### config.mk
export PLATFORM = sky130hd
export DESIGN_NAME = init_msg_sequencer
export DESIGN_NICKNAME = d
export VERILOG_FILES = /design/src/rtl/init_msg_pkg.sv /design/src/rtl/init_interval_timer.sv /design/src/rtl/init_code_tracker.sv /design/src/rtl/init_word_builder.sv /design/src/rtl/init_send_sched.sv /design/src/rtl/init_msg_sequencer.sv
export SDC_FILE = /design/constraint.sdc
export NUM_CORES = 1
export LEC_CHECK = 0
export BUFFER_PORTS_ARGS = -buffer_cell sky130_fd_sc_hd__buf_2
export CAP_MARGIN = 5
export CORE_ASPECT_RATIO = 0.75
export CORE_MARGIN = 5
export CORE_UTILIZATION = 35
export CTS_CLUSTER_SIZE = 10
export DETAILED_ROUTE_END_ITERATION = 8
export GPL_ROUTABILITY_DRIVEN = 1
export MAX_ROUTING_LAYER = met4
export PLACE_DENSITY_LB_ADDON = 0.12
export SETUP_SLACK_MARGIN = 0.3
export SYNTH_ARGS = -nofsm -noshare
export SYNTH_HDL_FRONTEND = slang
export SYNTH_SLANG_ARGS = --single-unit
### constraint.sdc
create_clock -name clk -period 2 [get_ports clk]
set_clock_uncertainty 0.1 [all_clocks]
set_input_delay 0.4 -clock clk [delete_from_list [all_inputs] [get_ports clk]]
set_output_delay 0.4 -clock clk [all_outputs]
set_load 0.01 [all_outputs]
### src/rtl/init_msg_pkg.sv
package init_msg_pkg;
   localparam int WORD_W   = 16;
   localparam int TGT_BITS = 6;
   localparam int MODE_BIT = 6;
   localparam int FLAG_BIT = 7;
   localparam int LOAD_BIT = 8;
   localparam int CODE_LSB = 9;
   localparam int CODE_W   = WORD_W - CODE_LSB;
   typedef logic [WORD_W-1:0] init_word_t;
   typedef logic [CODE_W-1:0] rel_code_t;
   typedef enum logic [1:0] {KIND_NONE, KIND_FULL, KIND_CODE} word_kind_e;
endpackage

### src/rtl/init_interval_timer.sv
module init_interval_timer #(
   parameter int INTERVAL = 187_500_000
) (
   input  logic clk,
   input  logic rst_n,
   input  logic run,
   output logic tick
);
   localparam int CNT_W = $clog2(INTERVAL);

   generate
      if (INTERVAL < 3) begin : g_bad_interval
         $error("INTERVAL must be at least 3");
      end
   endgenerate

   logic [CNT_W-1:0] cnt_q;
   logic             at_end;

   assign at_end = (cnt_q == CNT_W'(INTERVAL - 1));
   assign tick   = run && at_end;

   always_ff @(posedge clk) begin
      if (!rst_n || !run) cnt_q <= '0;
      else if (at_end)    cnt_q <= '0;
      else                cnt_q <= cnt_q + 1'b1;
   end


   tick_gap_chk: assert property (@(posedge clk) disable iff (!rst_n)
      tick |=> !tick);
endmodule

### src/rtl/init_code_tracker.sv
module init_code_tracker
   import init_msg_pkg::*;
(
   input  logic      clk,
   input  logic      rst_n,
   input  rel_code_t nv_code,
   input  logic      sup_code_vld,
   input  rel_code_t sup_code,
   input  logic      op_code_wr,
   input  rel_code_t op_code,
   output rel_code_t known_code,
   output logic      code_req
);
   rel_code_t known_q;
   logic      sup_diff;

   assign sup_diff   = sup_code_vld && (sup_code != known_q);
   assign code_req   = op_code_wr || sup_diff;
   assign known_code = known_q;

   always_ff @(posedge clk) begin
      if (!rst_n)          known_q <= nv_code;
      else if (op_code_wr) known_q <= op_code;
      else if (sup_diff)   known_q <= sup_code;
   end


   op_write_take_chk: assert property (@(posedge clk) disable iff (!rst_n)
      op_code_wr |=> known_q == $past(op_code));
endmodule

### src/rtl/init_word_builder.sv
module init_word_builder
   import init_msg_pkg::*;
#(
   parameter int TRIP_W = 3
) (
   input  logic [TRIP_W-1:0]          trip_tgt,
   input  logic [TGT_BITS-TRIP_W-1:0] sense_tgt,
   input  logic                       single_pole,
   input  logic                       load_tgt,
   input  rel_code_t                  code,
   output init_word_t                 full_word,
   output init_word_t                 code_word
);
   generate
      if (TRIP_W < 1 || TRIP_W > TGT_BITS - 1) begin : g_bad_trip_w
         $error("TRIP_W out of range");
      end
   endgenerate

   assign full_word = {code, load_tgt, 1'b0, single_pole, sense_tgt, trip_tgt};
   assign code_word = {code, 1'b0, 1'b1, 7'b0};
endmodule

### src/rtl/init_send_sched.sv
module init_send_sched
   import init_msg_pkg::*;
#(
   parameter bit CODE_FIRST = 1'b1
) (
   input  logic       clk,
   input  logic       rst_n,
   input  logic       resend_tick,
   input  logic       code_req,
   input  init_word_t full_word,
   input  init_word_t code_word,
   input  logic       tx_rdy,
   output logic       tx_vld,
   output init_word_t tx_word
);
   logic       vld_q, full_pend, code_pend;
   logic       pick_code, pick_full, launch;
   init_word_t word_q;
   word_kind_e kind_q;

   generate
      if (CODE_FIRST) begin : g_code_first
         assign pick_code = code_pend;
         assign pick_full = full_pend && !code_pend;
      end else begin : g_full_first
         assign pick_full = full_pend;
         assign pick_code = code_pend && !full_pend;
      end
   endgenerate

   assign launch  = !vld_q && (full_pend || code_pend);
   assign tx_vld  = vld_q;
   assign tx_word = word_q;

   always_ff @(posedge clk) begin
      if (!rst_n) begin
         vld_q     <= 1'b0;
         word_q    <= '0;
         kind_q    <= KIND_NONE;
         full_pend <= 1'b1;
         code_pend <= 1'b0;
      end else begin
         if (vld_q && tx_rdy) begin
            vld_q  <= 1'b0;
            kind_q <= KIND_NONE;
         end else if (launch) begin
            vld_q  <= 1'b1;
            word_q <= pick_code ? code_word : full_word;
            kind_q <= pick_code ? KIND_CODE : KIND_FULL;
         end
         full_pend <= resend_tick || (full_pend && !(launch && pick_full));
         code_pend <= code_req    || (code_pend && !(launch && pick_code));
      end
   end


   hold_stable_chk: assert property (@(posedge clk) disable iff (!rst_n)
      vld_q && !tx_rdy |=> vld_q && $stable(word_q));

   accept_bubble_chk: assert property (@(posedge clk) disable iff (!rst_n)
      vld_q && tx_rdy |=> !vld_q);

   generate
      if (CODE_FIRST) begin : g_prio_chk

         code_prio_chk: assert property (@(posedge clk) disable iff (!rst_n)
            !vld_q && code_pend |=> vld_q && word_q[FLAG_BIT]);
      end
   endgenerate
endmodule

### src/rtl/init_msg_sequencer.sv
module init_msg_sequencer
   import init_msg_pkg::*;
#(
   parameter int INTERVAL   = 187_500_000,
   parameter int TRIP_W     = 3,
   parameter bit CODE_FIRST = 1'b1
) (
   input  logic                       clk,
   input  logic                       rst_n,
   input  logic                       chassis_alarm,
   input  logic [TRIP_W-1:0]          trip_tgt,
   input  logic [TGT_BITS-TRIP_W-1:0] sense_tgt,
   input  logic                       single_pole,
   input  logic                       load_tgt,
   input  logic [CODE_W-1:0]          nv_code,
   input  logic                       sup_code_vld,
   input  logic [CODE_W-1:0]          sup_code,
   input  logic                       op_code_wr,
   input  logic [CODE_W-1:0]          op_code,
   input  logic                       tx_rdy,
   output logic                       tx_vld,
   output logic [WORD_W-1:0]          tx_word
);
   logic       tick, code_req;
   rel_code_t  known_code;
   init_word_t full_word, code_word;

   init_interval_timer #(.INTERVAL(INTERVAL)) u_timer (
      .clk(clk), .rst_n(rst_n), .run(chassis_alarm), .tick(tick));

   init_code_tracker u_code (
      .clk(clk), .rst_n(rst_n), .nv_code(nv_code),
      .sup_code_vld(sup_code_vld), .sup_code(sup_code),
      .op_code_wr(op_code_wr), .op_code(op_code),
      .known_code(known_code), .code_req(code_req));

   init_word_builder #(.TRIP_W(TRIP_W)) u_build (
      .trip_tgt(trip_tgt), .sense_tgt(sense_tgt), .single_pole(single_pole),
      .load_tgt(load_tgt), .code(known_code),
      .full_word(full_word), .code_word(code_word));

   init_send_sched #(.CODE_FIRST(CODE_FIRST)) u_sched (
      .clk(clk), .rst_n(rst_n), .resend_tick(tick), .code_req(code_req),
      .full_word(full_word), .code_word(code_word), .tx_rdy(tx_rdy),
      .tx_vld(tx_vld), .tx_word(tx_word));


   code_word_clean_chk: assert property (@(posedge clk) disable iff (!rst_n)
      tx_vld && tx_word[FLAG_BIT] |-> tx_word[LOAD_BIT:0] == 9'h080);

   reset_quiet_chk: assert property (@(posedge clk)
      !rst_n |=> !tx_vld);
endmodule

==> impl_metrics.env <==
export IMPL_cts_buf_count=5
export IMPL_crit_reg2reg_capture="u_timer.cnt_q[26]"
export IMPL_tritoncts="built"
export IMPL_post_synth_top_area_cell="sky130_fd_sc_hd__dfxtp_1"
export IMPL_wire_per_inst_um=14.9
export IMPL_synth_top_cells_by_area="sky130_fd_sc_hd__dfxtp_1 (37%), sky130_fd_sc_hd__edfxtp_1 (8.3%), sky130_fd_sc_hd__a21oi_1 (5.5%)"
export IMPL_synth_edf_count=7
export IMPL_synthesis_area_per_instance_um2=9.12
export IMPL_slowest_stage="sky130_fd_sc_hd__dfxtp_4"
export IMPL_rsz0062_at_grt="yes"
export IMPL_setup_cp_type="register to register"
export IMPL_timing_max_slew_rel_slack_pct=64.6
export IMPL_cp_cell_sequence="nor4bb_4 > nand4_1 > o311ai_4 > buf_6 > clkbuf_16 > a21oi_1"
export IMPL_critPathArrivalTime_ps=1930
export IMPL_outcome="complete, no violations"
export IMPL_via_count_of_the_first_global_routing_pass=2182
export IMPL_hold_ws_ps=246
export IMPL_detail_route_vias_per_cell=5.10
export IMPL_startpoint_type="register"
export IMPL_die_height_um=83.7
export IMPL_clock_tree_root_cell="sky130_fd_sc_hd__clkbuf_8"
export IMPL_ant_cells=0
export IMPL_clock_sinks=54
export IMPL_holdCritPathClass="input pin to register"
export IMPL_fp_dieArea_mm2=0.00906
export IMPL_worst_slew_pin_slew_ps=529
export IMPL_first_pass_grt_wire_length_um=11000
export IMPL_syn2layout_area_growth_pct=32.6
export IMPL_cts_hold_fix_buffers=0
export IMPL_antenna_found_initial=0
export IMPL_worst_setup_hold_path_clk_slew_ps=100
export IMPL_placementRows=26
export IMPL_finalHoldViolations=0
export IMPL_clock_fmax_mhz=548
export IMPL_vias=2300
export IMPL_proportion_of_register_bits_with_asynchronous_set_or_reset_after_synthesis_pct=0
export IMPL_data_required_critical_path_ps=2100
export IMPL_fin_nets=388
export IMPL_synth_seq_cells=54
export IMPL_hold_path_cell_count=3
export IMPL_cts_max_level=2
export IMPL_critical_path_max_fanout=6
export IMPL_grt_total_usage_pct=15.5
export IMPL_r2r_cells=6
export IMPL_pre_cts_ws_ps=31.2
export IMPL_ant_nets=0
export IMPL_clock_latency_ps=310
export IMPL_r2r_slack_ps=180
export IMPL_synthFlopType="sky130_fd_sc_hd__dfxtp_1"
export IMPL_final_setup_tns_ps=0
export IMPL_post_route_cells_drive_above_1_share_pct=34.0
export IMPL_hpwl_dp_um=4500
export IMPL_die_width_um=108
export IMPL_place_congestion=0.768
export IMPL_drtIter0Drc=111
export IMPL_seq_area_frac_synth_pct=45.4
export IMPL_starting_density_of_the_core_pct=36.6
export IMPL_max_clock_buf_depth=2
export IMPL_cellLeakagePower_nw=1.27
export IMPL_crit_path_end_kind="register"
export IMPL_regToRegStartpoint="u_timer.cnt_q[15]"
export IMPL_synth_cell_type_count=43
export IMPL_post_route_worst_setup_slack_ps=176
export IMPL_mappedNetlistNets=314
export IMPL_syn_area_mm2=0.00253
export IMPL_setup_violations=0
export IMPL_final_min_clock_period_ps=1820
export IMPL_drt_total_wl_um=6700
export IMPL_finalMaxSlewViolations=0
export IMPL_synthMostInstantiatedCell="sky130_fd_sc_hd__dfxtp_1"
export IMPL_number_of_standard_cells_after_synthesis=278
export IMPL_power_density_mw_per_mm2=626
export IMPL_max_cap_violations=0
export IMPL_synth_top_area_share_pct=37.1
export IMPL_worst_path_largest_cell_delay_ps=370
export IMPL_worst_hold_start="trip_tgt[1]"
export IMPL_grt_max_degree=18
export IMPL_portion_of_the_clock_cycle_consumed_by_the_worst_path_in_the_final_layout_pct=91.2
export IMPL_floorplan_core_area_mm2=0.00693
export IMPL_place_port_buffers=51
export IMPL_drtPass1Iterations=4
export IMPL_grt_ovfl_total=0
export IMPL_hold_path_end="u_sched.tx_word[1]"
export IMPL_yosysWarnings=0
export IMPL_peakVddDrop_uv=332
export IMPL_drcViolationCount=0
export IMPL_floorplan_io_pins=52
export IMPL_synth_top_cells_by_count="sky130_fd_sc_hd__dfxtp_1 (47), sky130_fd_sc_hd__nand2_1 (29), sky130_fd_sc_hd__a21oi_1 (28), sky130_fd_sc_hd__nor2_1 (25)"
==> sequential cells by signal (all words and copies together) (netlist names) <==
name,count
u_sched.full_pend,1
u_sched.code_pend,1
u_sched.tx_vld,1
u_code.known_code,7
u_sched.tx_word,16
u_timer.cnt_q,28
==> through the flow <==
step	power, W	instance area, um2	util [%]	instances
floorplan	0.00135	2570	-	278
global placement	0.00146	2980	43.0	427
detailed placement	0.00146	2980	43.0	427
CTS	0.00212	3230	46.7	446
global route	0.00221	3360	48.5	451
finish	0.00211	3360	48.5	451
==> cell families after synthesis <==
| family | synth area share, % |
|---|---|
| simple gates | 26.2 |
| compound gates | 17.2 |
| flops | 45.4 |
| xor+xnor | 5.18 |
| buf+inv | 2.81 |
| mux | 2.76 |
| fa+ha+maj | 0.494 |
==> worst max-delay path, delay by kind of cell (launching register included) <==
family / cells / cell delay, ps
AND/OR/NAND/NOR: 2 / 540
AO/OA/AOI/OAI: 2 / 400
buffers and inverters: 2 / 300
flip-flops: 1 / 370
==> final cells by class <==
| type | count | area [um2] |
|---|---|---|
| Fill cell | 688 | 3570 |
| Multi-Input combinational cell | 211 | 1440 |
| Sequential cell | 54 | 1180 |
| Timing Repair Buffer | 76 | 515 |
| Tap cell | 98 | 123 |
| Clock buffer | 6 | 82.6 |
| Inverter | 4 | 15.0 |
| Clock inverter | 2 | 12.5 |
==> report_power, final <==
part | internal [W] | switching, W | leakage, nW
clock network | 0.000279 | 0.000373 | 0.0472
registers | 0.00115 | 0.0000342 | 0.461
logic | 0.000132 | 0.000142 | 0.765
==> cell usage in the layout (no fill, tap or decap), types with 9 or more instances in the layout <==
master,n
sky130_fd_sc_hd__a21boi_0,9
sky130_fd_sc_hd__a21oi_1,24
sky130_fd_sc_hd__buf_2,51
sky130_fd_sc_hd__buf_4,16
sky130_fd_sc_hd__dfxtp_1,35
sky130_fd_sc_hd__nand2_1,26
sky130_fd_sc_hd__nand3_1,10
sky130_fd_sc_hd__nor2_1,25
sky130_fd_sc_hd__nor2b_1,10
sky130_fd_sc_hd__o31ai_1,10
sky130_fd_sc_hd__or4_1,10
==> routing by layer <==
metal  up-vias  routed length (um)  global-route usage [%]
li1       1180                   -                       -
met1      1076                3540                    22.7
met2        36                2840                    21.8
met3         8                 245                    2.94
met4         0                  75                    4.13
met5         -                   0                       -
==> worst max-delay path by stage <==
stage                 startpoint              endpoint  cells past startpoint
2_1_floorplan   u_timer.cnt_q[1]     u_timer.cnt_q[18]                      6
3_3_place_gp    u_timer.cnt_q[4]     u_timer.cnt_q[27]                      4
3_5_place_dp         sup_code[3]  u_code.known_code[0]                      5
4_1_cts         u_timer.cnt_q[9]     u_timer.cnt_q[18]                      7
5_1_grt        u_timer.cnt_q[15]     u_timer.cnt_q[24]                      6
6_report       u_timer.cnt_q[15]     u_timer.cnt_q[26]                      6
==> timing repair <==
action | 4_1_cts | 5_1_grt
gates resized for setup | 19 | 16
gates cloned | 2 | 2
buffers inserted | 9 | 3
pin swaps | 5 | 5
endpoints found under the setup margin | 32 | 33
No activity file was read; power rests on OpenSTA's default activity.
